<file path="config.mk">
export PLATFORM = sky130hd
export DESIGN_NAME = ivt_timer
export DESIGN_NICKNAME = d
export VERILOG_FILES = /design/src/rtl/ivt_pkg.sv /design/src/rtl/ivt_decode.sv /design/src/rtl/ivt_ctrl_regs.sv /design/src/rtl/ivt_counter.sv /design/src/rtl/ivt_snapshot.sv /design/src/rtl/ivt_rdmux.sv /design/src/rtl/ivt_timer.sv
export SDC_FILE = /design/constraint.sdc
export NUM_CORES = 1
export LEC_CHECK = 0
export CAP_MARGIN = 20
export CORE_ASPECT_RATIO = 1.5
export CORE_MARGIN = 3
export CORE_UTILIZATION = 45
export DETAILED_ROUTE_END_ITERATION = 8
export PLACE_DENSITY_LB_ADDON = 0.1
export SLEW_MARGIN = 15
export SYNTH_ARGS = -nofsm -noshare
export SYNTH_HDL_FRONTEND = slang
export SYNTH_SLANG_ARGS = --single-unit
</file>
<file path="constraint.sdc">
create_clock -name clk -period 4.94 [get_ports clk]
set_input_delay 1.482 -clock clk [delete_from_list [all_inputs] [get_ports clk]]
set_output_delay 1.482 -clock clk [all_outputs]
set_load 0.02 [all_outputs]
</file>
<file path="src/rtl/ivt_pkg.sv">
package ivt_pkg;

    localparam int N_MAPPED  = 6;

    localparam int OFS_STATUS = 0;
    localparam int OFS_CTRL   = 1;
    localparam int OFS_PLO    = 2;
    localparam int OFS_PHI    = 3;
    localparam int OFS_SLO    = 4;
    localparam int OFS_SHI    = 5;

    localparam int BIT_TO    = 0;
    localparam int BIT_RUN   = 1;
    localparam int BIT_IE    = 0;
    localparam int BIT_CONT  = 1;
    localparam int BIT_START = 2;
    localparam int BIT_STOP  = 3;

    typedef struct packed {
        logic status_wr;
        logic ctrl_wr;
        logic plo_wr;
        logic phi_wr;
        logic snap_wr;
    } wr_req_t;

    typedef struct packed {
        logic ie;
        logic cont;
    } ctrl_t;

    function automatic wr_req_t decode_wr(input logic we, input int unsigned ofs);
        wr_req_t r;
        r.status_wr = we && (ofs == OFS_STATUS);
        r.ctrl_wr   = we && (ofs == OFS_CTRL);
        r.plo_wr    = we && (ofs == OFS_PLO);
        r.phi_wr    = we && (ofs == OFS_PHI);
        r.snap_wr   = we && ((ofs == OFS_SLO) || (ofs == OFS_SHI));
        return r;
    endfunction

endpackage

</file>
<file path="src/rtl/ivt_decode.sv">
module ivt_decode
    import ivt_pkg::*;
#(
    parameter int ADDR_W = 5,
    localparam int WOFS_W = ADDR_W - 2
) (
    input  logic [ADDR_W-1:0] addr,
    input  logic              we,
    output logic [WOFS_W-1:0] wofs,
    output wr_req_t           wreq
);
    assign wofs = addr[ADDR_W-1:2];
    assign wreq = decode_wr(we, 32'(wofs));
endmodule

</file>
<file path="src/rtl/ivt_ctrl_regs.sv">
module ivt_ctrl_regs
    import ivt_pkg::*;
#(
    parameter int HALF_W = 16
) (
    input  logic              clk,
    input  logic              rst,
    input  wr_req_t           wreq,
    input  logic [HALF_W-1:0] wdata,
    input  logic              expire,
    output ctrl_t             ctrl_q,
    output logic              run_q,
    output logic              to_q,
    output logic [HALF_W-1:0] plo_q,
    output logic [HALF_W-1:0] phi_q,
    output logic [HALF_W-1:0] plo_d,
    output logic [HALF_W-1:0] phi_d,
    output logic              hold
);
    ctrl_t ctrl_d;
    logic  run_d;
    logic  to_d;
    logic  cmd_start;
    logic  cmd_stop;

    assign cmd_start = wdata[BIT_START];
    assign cmd_stop  = wdata[BIT_STOP];

    // counter is frozen on edges where a write halts it
    assign hold = wreq.plo_wr | wreq.phi_wr | (wreq.ctrl_wr & cmd_stop);

    always_comb begin
        plo_d = wreq.plo_wr ? wdata : plo_q;
        phi_d = wreq.phi_wr ? wdata : phi_q;

        ctrl_d = ctrl_q;
        if (wreq.ctrl_wr) begin
            ctrl_d.ie   = wdata[BIT_IE];
            ctrl_d.cont = wdata[BIT_CONT];
        end

        run_d = run_q;
        if (wreq.ctrl_wr) begin
            if (cmd_start && !run_d) run_d = 1'b1;
            if (cmd_stop && run_d)   run_d = 1'b0;
        end
        if (wreq.plo_wr || wreq.phi_wr) run_d = 1'b0;
        if (expire && !ctrl_q.cont)     run_d = 1'b0;

        to_d = to_q;
        if (wreq.status_wr) to_d = 1'b0;
        if (expire)         to_d = 1'b1;
    end

    always_ff @(posedge clk) begin
        if (rst) begin
            ctrl_q <= '0;
            run_q  <= 1'b0;
            to_q   <= 1'b0;
            plo_q  <= '0;
            phi_q  <= '0;
        end else begin
            ctrl_q <= ctrl_d;
            run_q  <= run_d;
            to_q   <= to_d;
            plo_q  <= plo_d;
            phi_q  <= phi_d;
        end
    end
endmodule

</file>
<file path="src/rtl/ivt_counter.sv">
module ivt_counter #(
    parameter int CNT_W = 32
) (
    input  logic             clk,
    input  logic             rst,
    input  logic             run,
    input  logic             hold,
    input  logic             load,
    input  logic [CNT_W-1:0] load_val,
    input  logic [CNT_W-1:0] reload_val,
    output logic [CNT_W-1:0] cnt_q,
    output logic             expire
);
    assign expire = run && !hold && (cnt_q == '0);

    always_ff @(posedge clk) begin
        if (rst) begin
            cnt_q <= '1;
        end else if (load) begin
            cnt_q <= load_val;
        end else if (expire) begin
            cnt_q <= reload_val;
        end else if (run && !hold) begin
            cnt_q <= cnt_q - 1'b1;
        end
    end
endmodule

</file>
<file path="src/rtl/ivt_snapshot.sv">
module ivt_snapshot #(
    parameter int HALF_W = 16,
    localparam int CNT_W = 2 * HALF_W
) (
    input  logic              clk,
    input  logic              rst,
    input  logic              capture,
    input  logic [CNT_W-1:0]  cnt,
    output logic [HALF_W-1:0] slo_q,
    output logic [HALF_W-1:0] shi_q
);
    always_ff @(posedge clk) begin
        if (rst) begin
            slo_q <= '0;
            shi_q <= '0;
        end else if (capture) begin
            slo_q <= cnt[HALF_W-1:0];
            shi_q <= cnt[CNT_W-1:HALF_W];
        end
    end
endmodule

</file>
<file path="src/rtl/ivt_rdmux.sv">
module ivt_rdmux
    import ivt_pkg::*;
#(
    parameter int WOFS_W = 3,
    parameter int DATA_W = 32,
    parameter int HALF_W = 16
) (
    input  logic [WOFS_W-1:0] wofs,
    input  logic              to,
    input  logic              run,
    input  ctrl_t             ctrl,
    input  logic [HALF_W-1:0] plo,
    input  logic [HALF_W-1:0] phi,
    input  logic [HALF_W-1:0] slo,
    input  logic [HALF_W-1:0] shi,
    output logic [DATA_W-1:0] rdata
);
    always_comb begin
        rdata = '0;
        case (32'(wofs))
            OFS_STATUS: begin
                rdata[BIT_TO]  = to;
                rdata[BIT_RUN] = run;
            end
            OFS_CTRL: begin
                rdata[BIT_IE]   = ctrl.ie;
                rdata[BIT_CONT] = ctrl.cont;
            end
            OFS_PLO: rdata[HALF_W-1:0] = plo;
            OFS_PHI: rdata[HALF_W-1:0] = phi;
            OFS_SLO: rdata[HALF_W-1:0] = slo;
            OFS_SHI: rdata[HALF_W-1:0] = shi;
            default: rdata = '0;
        endcase
    end
endmodule

</file>
<file path="src/rtl/ivt_timer.sv">
module ivt_timer
    import ivt_pkg::*;
#(
    parameter int ADDR_W = 5,
    parameter int DATA_W = 32,
    parameter int HALF_W = 16
) (
    input  logic              clk,
    input  logic              rst,
    input  logic [ADDR_W-1:0] bus_addr,
    input  logic              bus_wr,
    input  logic [DATA_W-1:0] bus_wdata,
    output logic [DATA_W-1:0] bus_rdata,
    output logic              irq
);
    localparam int WOFS_W = ADDR_W - 2;
    localparam int CNT_W  = 2 * HALF_W;

    logic [WOFS_W-1:0] wofs;
    wr_req_t           wreq;
    ctrl_t             ctrl_q;
    logic              run_q;
    logic              to_q;
    logic [HALF_W-1:0] plo_q, phi_q, plo_d, phi_d;
    logic [HALF_W-1:0] slo_q, shi_q;
    logic              hold;
    logic              expire;
    logic [CNT_W-1:0]  cnt_q;
    logic              unused_bits;

    assign unused_bits = ^{bus_wdata[DATA_W-1:HALF_W], bus_addr[1:0]};

    ivt_decode #(.ADDR_W(ADDR_W)) u_dec (
        .addr (bus_addr),
        .we   (bus_wr),
        .wofs (wofs),
        .wreq (wreq)
    );

    ivt_ctrl_regs #(.HALF_W(HALF_W)) u_regs (
        .clk    (clk),
        .rst    (rst),
        .wreq   (wreq),
        .wdata  (bus_wdata[HALF_W-1:0]),
        .expire (expire),
        .ctrl_q (ctrl_q),
        .run_q  (run_q),
        .to_q   (to_q),
        .plo_q  (plo_q),
        .phi_q  (phi_q),
        .plo_d  (plo_d),
        .phi_d  (phi_d),
        .hold   (hold)
    );

    ivt_counter #(.CNT_W(CNT_W)) u_cnt (
        .clk        (clk),
        .rst        (rst),
        .run        (run_q),
        .hold       (hold),
        .load       (wreq.plo_wr | wreq.phi_wr),
        .load_val   ({phi_d, plo_d}),
        .reload_val ({phi_q, plo_q}),
        .cnt_q      (cnt_q),
        .expire     (expire)
    );

    ivt_snapshot #(.HALF_W(HALF_W)) u_snap (
        .clk     (clk),
        .rst     (rst),
        .capture (wreq.snap_wr),
        .cnt     (cnt_q),
        .slo_q   (slo_q),
        .shi_q   (shi_q)
    );

    ivt_rdmux #(.WOFS_W(WOFS_W), .DATA_W(DATA_W), .HALF_W(HALF_W)) u_rd (
        .wofs  (wofs),
        .to    (to_q),
        .run   (run_q),
        .ctrl  (ctrl_q),
        .plo   (plo_q),
        .phi   (phi_q),
        .slo   (slo_q),
        .shi   (shi_q),
        .rdata (bus_rdata)
    );

    assign irq = to_q & ctrl_q.ie;
endmodule

</file>
==> results by group, run 1 <==
Status
  – Outcome: complete, no violations

Cells and area
  – Final Non-Filler Cells: 839
  – Reg area: 0.002002 mm^2
  – Final core utilization: 0.5323
  – Fillers: 1140
  – Area Overhead vs Synth: 14.51%
  – # nets final: about 730
  – Multi-input gate area in the final layout: ~0.0032 mm^2
  – Ant diodes: 0
  – Share of layout cells above drive strength 1: 0.1016

Power
  – Leakage Power: about 0.0023 uW
  – Cell Pwr Density: 292.5 mW/mm^2
  – Total power draw: around 1800 uW
  – VDD IR max: 0.1556 mV

Drt
  – Routed wire length: around 17000 um
  – Routed WL per cell: 20.07 um
  – Iter 0 DRT Violations: 343
  – ANT nets after route: 0
  – Vias per cell: 6.013
  – Drt pass-1 iters: 5
  – Remaining DRCs: 0
  – DR vias: 5045

Worst setup path
  – Worst flop-to-flop path startpoint: u_cnt.cnt_q[0]$_SDFFE_PP1P_
  – Crit path launch type: input port
  – CP Class: input port to primary output
  – Reg-to-Reg End: u_cnt.cnt_q[31]$_SDFFE_PP1P_
  – Worst reg2reg path depth: 8
  – Crit path DAT: 3.27 ns
  – Worst Path Max Fanout: 7
  – Setup slack, reg-to-reg: 1.91 ns
  – Critical Path End Type: primary output
  – CP required: approximately 3.5 ns

Timing
  – Achievable Freq: 0.2103 GHz
  – Hold WS: roughly 0.45 ns
  – Pins Over Slew Limit: 0
  – Final period utilization: 0.9624
  – Final setup vio count: 0
  – Fin crit period: between 4 and 5 ns
  – Unrepaired setup endpoints after global routing: no
  – Slew @ Worst Pin: 0.8467 ns
  – Relative slew slack: 0.4355
  – Endpoints failing hold: 0
  – Setup skew after layout: between 0.006 and 0.007 ns
  – Setup TNS: 0 ns

Synthesis
  – Synthesized instance count: 663
  – Post-synth EDFFs: 0
  – Combinational family with the most area after synthesis: simple AND/OR/NAND/NOR gates
  – Synth area leaders: dfxtp_1 37%, mux2i_1 9.6%, a21oi_1 7.8%
  – Commonest cells post-synth: 111 x nand2_1, 100 x dfxtp_1, 84 x a21oi_1
  – XOR/XNOR Fraction of Synth Area: 0.03396
  – Yosys top cell by area: dfxtp_1
  – Top cell type's share of synthesized area: 0.3696
  – Main synth FF type: dfxtp_1
  – Yosys Warn Count: 0
  – Mapped Area: approximately 0.0054 mm^2
  – Flop and latch count out of synthesis: 100
  – Async set-reset flop share out of synthesis: 0
  – Sequential cell area fraction in the yosys report: 0.3696
  – Post-synth cell types: 62
  – Syn Area/Cell: ~8.2 um^2
  – Adder and majority cell fraction of the synthesized area: 0.002310
  – Post-synthesis mux area share: 0.1321
  – Post-synthesis compound-gate area fraction: 0.1994
  – Count leader, synth: nand2_1
  – Synth Area in Simple Gates: 0.2003

Floorplan
  – I/O pin count: 73
  – Die W: around 96 um
  – Core ar.: 0.01165 mm^2
  – Initial Util: 0.4649
  – # rows: 48
  – Die height: 140.4 um
  – Die area: 0.01342 mm^2

Global routing
  – Number of global-route vias before repair: 4875
  – First-pass GRT wire length: about 26000 um
  – Largest net degree at the start of global routing: 41
  – GRT Total Usage: 0.2580
  – Grt total ovfl: 0
  – Initial antenna violation count: 0

Placement
  – Placed cells: between 800 and 900
  – GP Congestion: 0.8926
  – Dpl hpwl: 11940 um
  – Number of port buffers: 38

CTS
  – CTS root buf: clkbuf_16
  – Hold-fix buffers at CTS: 0
  – Deepest clock path buffer count: 2
  – CTS tree: yes
  – Post_cts resized: 0
  – Number of CTS-inserted buffers: 9
  – Postcts setup bufs: 0
  – Clk pin slew, worst setup/hold paths: 0.06 ns
  – H-Tree Depth: 3
  – Clock insertion delay at the later pin of the skew report: 0.35 ns
  – Sink Count: 100

Hold path
  – End of the worst hold path: u_snap.shi_q[15]$_SDFFE_PP0P_
  – Hold path start: u_snap.shi_q[15]$_SDFFE_PP0P_
  – Worst hold path depth: 2
  – Worst min path class: register to register

Flow run
  – Max cap viols: 0
## metal layers
layer | global-route usage | share of wire
met1 | 0.2960 | 0.37
met2 | 0.4329 | 0.52
met3 | 0.04138 | 0.048
met4 | 0.1664 | 0.062
met5 | 0 | 0
## layout by cell type (no fill, tap or decap), types with 4 or more instances in the layout
| cell | synthesis | final |
|---|---|---|
| a21oi_1 | 84 | 83 |
| buf_4 | 17 | 16 |
| mux2_2 | 16 | 16 |
| nor3_1 | 8 | 8 |
| inv_1 | 5 | 5 |
| nand4b_1 | 4 | 4 |
| xnor2_1 | 15 | 15 |
| o211ai_1 | 5 | 5 |
| o21ai_1 | 5 | 4 |
| nor2_1 | 50 | 50 |
| xor2_1 | 6 | 6 |
| o22ai_1 | 15 | 15 |
| nand2_1 | 111 | 111 |
| nand2b_1 | 5 | 5 |
| o31ai_1 | 7 | 7 |
| conb_1 | 1 | 16 |
| mux2i_1 | 52 | 52 |
| o21ai_0 | 22 | 22 |
| dfxtp_1 | 100 | 100 |
| a221oi_1 | 16 | 16 |
| nand3_1 | 7 | 7 |
| nand4_1 | 4 | 4 |
| nor4_1 | 4 | 4 |
| o221ai_1 | 6 | 6 |
| or4_1 | 4 | 4 |
| clkdlybuf4s50_1 | 0 | 36 |
| clkbuf_16 | 0 | 9 |
## cells by family (layout without fill, tap and decap cells)
| logic type | after synthesis | in the layout |
|---|---|---|
| multiplexers | 69 | 69 |
| AO/OA/AOI/OAI | 177 | 177 |
| AND/OR/NAND/NOR | 227 | 227 |
| XOR/XNOR | 21 | 21 |
| buffers and inverters | 67 | 78 |
| other | 1 | 16 |
| adder cells (fa/ha/maj) | 1 | 1 |
| flip-flops | 100 | 100 |
## metrics by stage
stage	setup slack, ns	area (um^2)
finish	0.1859	6202
global route	0.08588	6202
CTS	0.1634	6176
detailed placement	0.1862	5891
global placement	0.1794	5891
floorplan	0.3818	5473
## flip-flops by register name, summed over array words and instances, names as in the netlist
signal and count:
u_regs.phi_q 16, u_regs.ctrl_q 2, u_regs.to_q 1, u_snap.slo_q 16
u_regs.run_q 1, u_snap.shi_q 16, u_regs.plo_q 16, u_cnt.cnt_q 32
## where the power goes
part           switching (uW)  leakage, uW  internal (uW)  total (uW)
sequential               50.9     0.000817            844         895
combinational             123      0.00133           93.5         217
clock                     299     0.000140            404         703
total                     473      0.00229           1340        1810
## worst max path at each step
stage | from | to | slack (ns) | cells past startpoint
after floorplan | bus_addr[2] | bus_rdata[1] | 0.38 | 5
after global placement | bus_addr[3] | bus_rdata[1] | 0.18 | 7
after detailed placement | bus_addr[3] | bus_rdata[1] | 0.19 | 7
after CTS | bus_addr[3] | bus_rdata[1] | 0.16 | 7
after global routing | bus_addr[3] | bus_rdata[1] | 0.09 | 7
final | bus_addr[3] | bus_rdata[1] | 0.19 | 7
## worst max-delay path, cell delays in order
cell and delay, ns:
clkdlybuf4s50_1 0.57, buf_4 0.19, mux2i_1 0.08, nor2_1 0.11, a31oi_1 0.05, o21ai_0 0.16
clkdlybuf4s50_1 0.63
## layout make-up
type,instances,area share
Multi-Input combinational cell,511,0.5082
Sequential cell,100,0.3228
Timing Repair Buffer,58,0.08977
Clock buffer,13,0.04035
Tap cell,150,0.03026
Clock inverter,2,0.005649
Inverter,5,0.003026
(Power assumes the default switching activity.)
==> inputs of run 2 (changes only) <==
--- a/config.mk
+++ b/config.mk
@@ -11,6 +11,7 @@
 export CORE_UTILIZATION = 45
 export DETAILED_ROUTE_END_ITERATION = 8
 export PLACE_DENSITY_LB_ADDON = 0.1
+export SETUP_SLACK_MARGIN = 0.15
 export SLEW_MARGIN = 15
 export SYNTH_ARGS = -nofsm -noshare
 export SYNTH_HDL_FRONTEND = slang
==> run 2 against run 1 <==
  * Combinational power barely moved
  * First-iteration DRC count rose by 2.6%
  * Sequential cell count did not move
  * Worst setup slack improved by 0.044 ns
  * Register-to-register slack got worse by 0.02 ns
  * Cell count did not move
  * Power barely moved
  * Utilization rose by 0.064 points
  * Critical path depth fell by 1
  * Worst hold slack barely moved
  * Via count fell by 0.30%
==> results by group, run 2 (same netlist as run 1, synthesis figures left out) <==
Drt
  – Vias per cell: 5.995 (-0.30%)
  – Remaining DRCs: 0 (unchanged)
  – Wl on met1: 6315 um (+1.1%)
  – Drt pass-1 iters: 7 (+2)
  – Iter 0 DRT Violations: 352 (+2.6%)
  – Met2 routed WL: 8683 um (-0.54%)
  – DR top layer: met4
  – Met3 Routed Length: 693 um (-15%)
  – Routed wire length: 16780 um (-0.34%)
  – Routed WL per cell: 20.00 um (-0.34%)
  – ANT nets after route: 0 (unchanged)
  – DR vias: 5030 (-0.30%)

CTS
  – Sink Count: 100 (unchanged)
  – H-Tree Depth: 3 (unchanged)
  – Number of CTS-inserted buffers: 9 (unchanged)
  – Clock insertion delay at the later pin of the skew report: 0.35 ns (about the same)
  – Clk pin slew, worst setup/hold paths: 0.06 ns (about the same)
  – Deepest clock path buffer count: 2 (unchanged)
  – CTS tree: yes
  – Postcts setup bufs: 0 (unchanged)
  – CTS root buf: clkbuf_16

Worst setup path
  – Worst reg2reg path depth: 8 (unchanged)
  – Crit path DAT: 3.23 ns (-0.04 ns)
  – Most Frequent Cell on Critical Path: clkdlybuf4s50_1
  – Setup slack, reg-to-reg: 1.89 ns (-0.02 ns)
  – Crit path launch type: input port
  – CP Class: input port to primary output
  – Worst flop-to-flop path startpoint: u_cnt.cnt_q[0]$_SDFFE_PP1P_
  – CP required: 3.46 ns (about the same)
  – Critical path launch point: bus_addr[3]
  – CP Cell Sequence: clkdlybuf4s50_1 -> inv_1 -> nand2_1 -> buf_4 -> o22ai_1 -> clkdlybuf4s50_1
  – Critical Path End Type: primary output
  – Critical path's largest stage delay: 0.64 ns (about the same)
  – Worst Path Max Fanout: 14 (+7)
  – Worst path slowest cell: clkdlybuf4s50_1
  – Setup crit end: bus_rdata[8]
  – Reg-to-Reg End: u_cnt.cnt_q[31]$_SDFFE_PP1P_

Cells and area
  – Multi-input gate area in the final layout: 0.003152 mm^2 (unchanged)
  – Reg area: 0.002002 mm^2 (unchanged)
  – Biggest register: u_cnt.cnt_q
  – Ant diodes: 0 (unchanged)
  – Final Non-Filler Cells: 839 (unchanged)
  – Commonest non-fill, non-tap cell in the layout: nand2_1
  – # nets final: 726 (unchanged)
  – Fillers: 1141 (+0.088%)
  – Most frequent cells in the layout: 111 x nand2_1, 100 x dfxtp_1, 83 x a21oi_1
  – Area Overhead vs Synth: 14.65%
  – Largest register FFs: 32 (unchanged)
  – Share of layout cells above drive strength 1: 0.1016 (unchanged)

Global routing
  – Largest net degree at the start of global routing: 41 (unchanged)
  – Initial antenna violation count: 0 (unchanged)
  – Grt total ovfl: 0 (unchanged)
  – Number of global-route vias before repair: 4875 (unchanged)
  – First-pass GRT wire length: 26430 um (unchanged)
  – GRT Total Usage: 0.2580 (unchanged)

Timing
  – Setup TNS: 0 ns (unchanged)
  – Pins Over Slew Limit: 0 (unchanged)
  – Endpoints failing hold: 0 (unchanged)
  – Final setup vio count: 0 (unchanged)
  – Hold WS: 0.4547 ns (+0.0001370 ns)
  – Unrepaired setup endpoints after global routing: no
  – Slew @ Worst Pin: 0.8583 ns (+0.01161 ns)
  – Final setup margin: 0.2301 ns (+0.04420 ns)
  – Fin crit period: 4.710 ns (-0.04420 ns)
  – Relative slew slack: 0.4278 (-0.007737)
  – Final period utilization: 0.9534 (-0.008948)
  – Achievable Freq: 0.2123 GHz (+0.94%)
  – Setup skew after layout: 0.007935 ns (+0.001814 ns)

Power
  – VDD IR max: 0.1545 mV (-0.70%)
  – Switching power: 473.8 uW (+0.18%)
  – Seq pwr share: 0.493 (about the same)
  – Internal power: 1341 uW (about the same)
  – Leakage Power: 0.002342 uW (+2.4%)
  – Cell Pwr Density: 292.3 mW/mm^2 (about the same)
  – Combinational power share: 0.119 (about the same)
  – Clock Power Share: 0.388 (about the same)
  – Net Sw Frac: 0.2610 (+0.0003596)

Floorplan
  – Die W: 95.58 um (unchanged)
  – I/O pin count: 73 (unchanged)
  – # rows: 48 (unchanged)
  – Core ar.: 0.01165 mm^2 (unchanged)
  – Die area: 0.01342 mm^2 (unchanged)
  – Initial Util: 0.4649 (unchanged)
  – Die height: 140.4 um (unchanged)

Placement
  – Placed cells: 822 (unchanged)
  – Dpl hpwl: 11940 um (unchanged)
  – DP Worst Slack: 0.1862 ns (unchanged)
  – GP Congestion: 0.8926 (unchanged)
  – Number of port buffers: 38 (unchanged)

Hold path
  – Worst min path class: register to register
  – Hold path start: u_snap.shi_q[15]$_SDFFE_PP0P_

Flow run
  – Max cap viols: 0 (unchanged)

Status
  – Outcome: complete, no violations
run 2: metrics by stage:
step	power, uW	util	cell area (um^2)
after floorplan	1049	-	5473
after CTS	1827	0.5301	6176
after global placement	1121	0.5056	5891
final	1815	0.5330	6210
after global routing	1886	0.5330	6210
after detailed placement	1126	0.5056	5891
run 2: how the worst min path moves through the flow:
| stage | endpoint | cells after the start |
|---|---|---|
| after global routing | u_snap.slo_q[11]$_SDFFE_PP0P_ | 2 |
| after global placement | u_snap.slo_q[5]$_SDFFE_PP0P_ | 2 |
| after detailed placement | u_snap.shi_q[15]$_SDFFE_PP0P_ | 2 |
| after CTS | u_snap.shi_q[15]$_SDFFE_PP0P_ | 2 |
| after floorplan | u_snap.shi_q[0]$_SDFFE_PP0P_ | 2 |
| final | u_snap.shi_q[15]$_SDFFE_PP0P_ | 2 |
run 2: layout make-up:
class | count | area share
Multi-Input combinational cell | 511 | 0.5076
Sequential cell | 100 | 0.3224
Timing Repair Buffer | 58 | 0.09087
Clock buffer | 13 | 0.04030
Tap cell | 150 | 0.03022
Clock inverter | 2 | 0.005642
Inverter | 5 | 0.003022
run 2: routing by layer:
metal  GRT usage  vias up
met5           0        -
met4      0.1664        0
met3     0.04138       53
met2      0.4329      148
met1      0.2960     2436
li1            -     2393
run 2: power groups by stage:
stage               combinational, uW  sequential, uW  clock (uW)
global placement                  211             911           0
CTS                               215             894         717
finish                            216             895         704
detailed placement                214             913           0
floorplan                         159             890           0
global route                      238             899         749
run 2: worst max-delay path, delay by kind of cell:
kind | cells | cell delay, ns
compound gates | 1 | 0.17
buf+inv | 4 | 1.49
simple gates | 1 | 0.09
run 2: what timing repair did:
item | CTS | global route
hold buffers | 0 | 0
endpoints found under the hold margin | 0 | 0
setup endpoints to repair | 0 | 3
gates resized for setup | 0 | 3
==> inputs of run 3 (changes only) <==
--- a/config.mk
+++ b/config.mk
@@ -9,6 +9,7 @@
 export CORE_ASPECT_RATIO = 1.5
 export CORE_MARGIN = 3
 export CORE_UTILIZATION = 45
+export CTS_CLUSTER_SIZE = 24
 export DETAILED_ROUTE_END_ITERATION = 8
 export PLACE_DENSITY_LB_ADDON = 0.1
 export SETUP_SLACK_MARGIN = 0.15
==> results of run 3 <==
No change in the layout: final DEF, timing and power equal those of run 2.
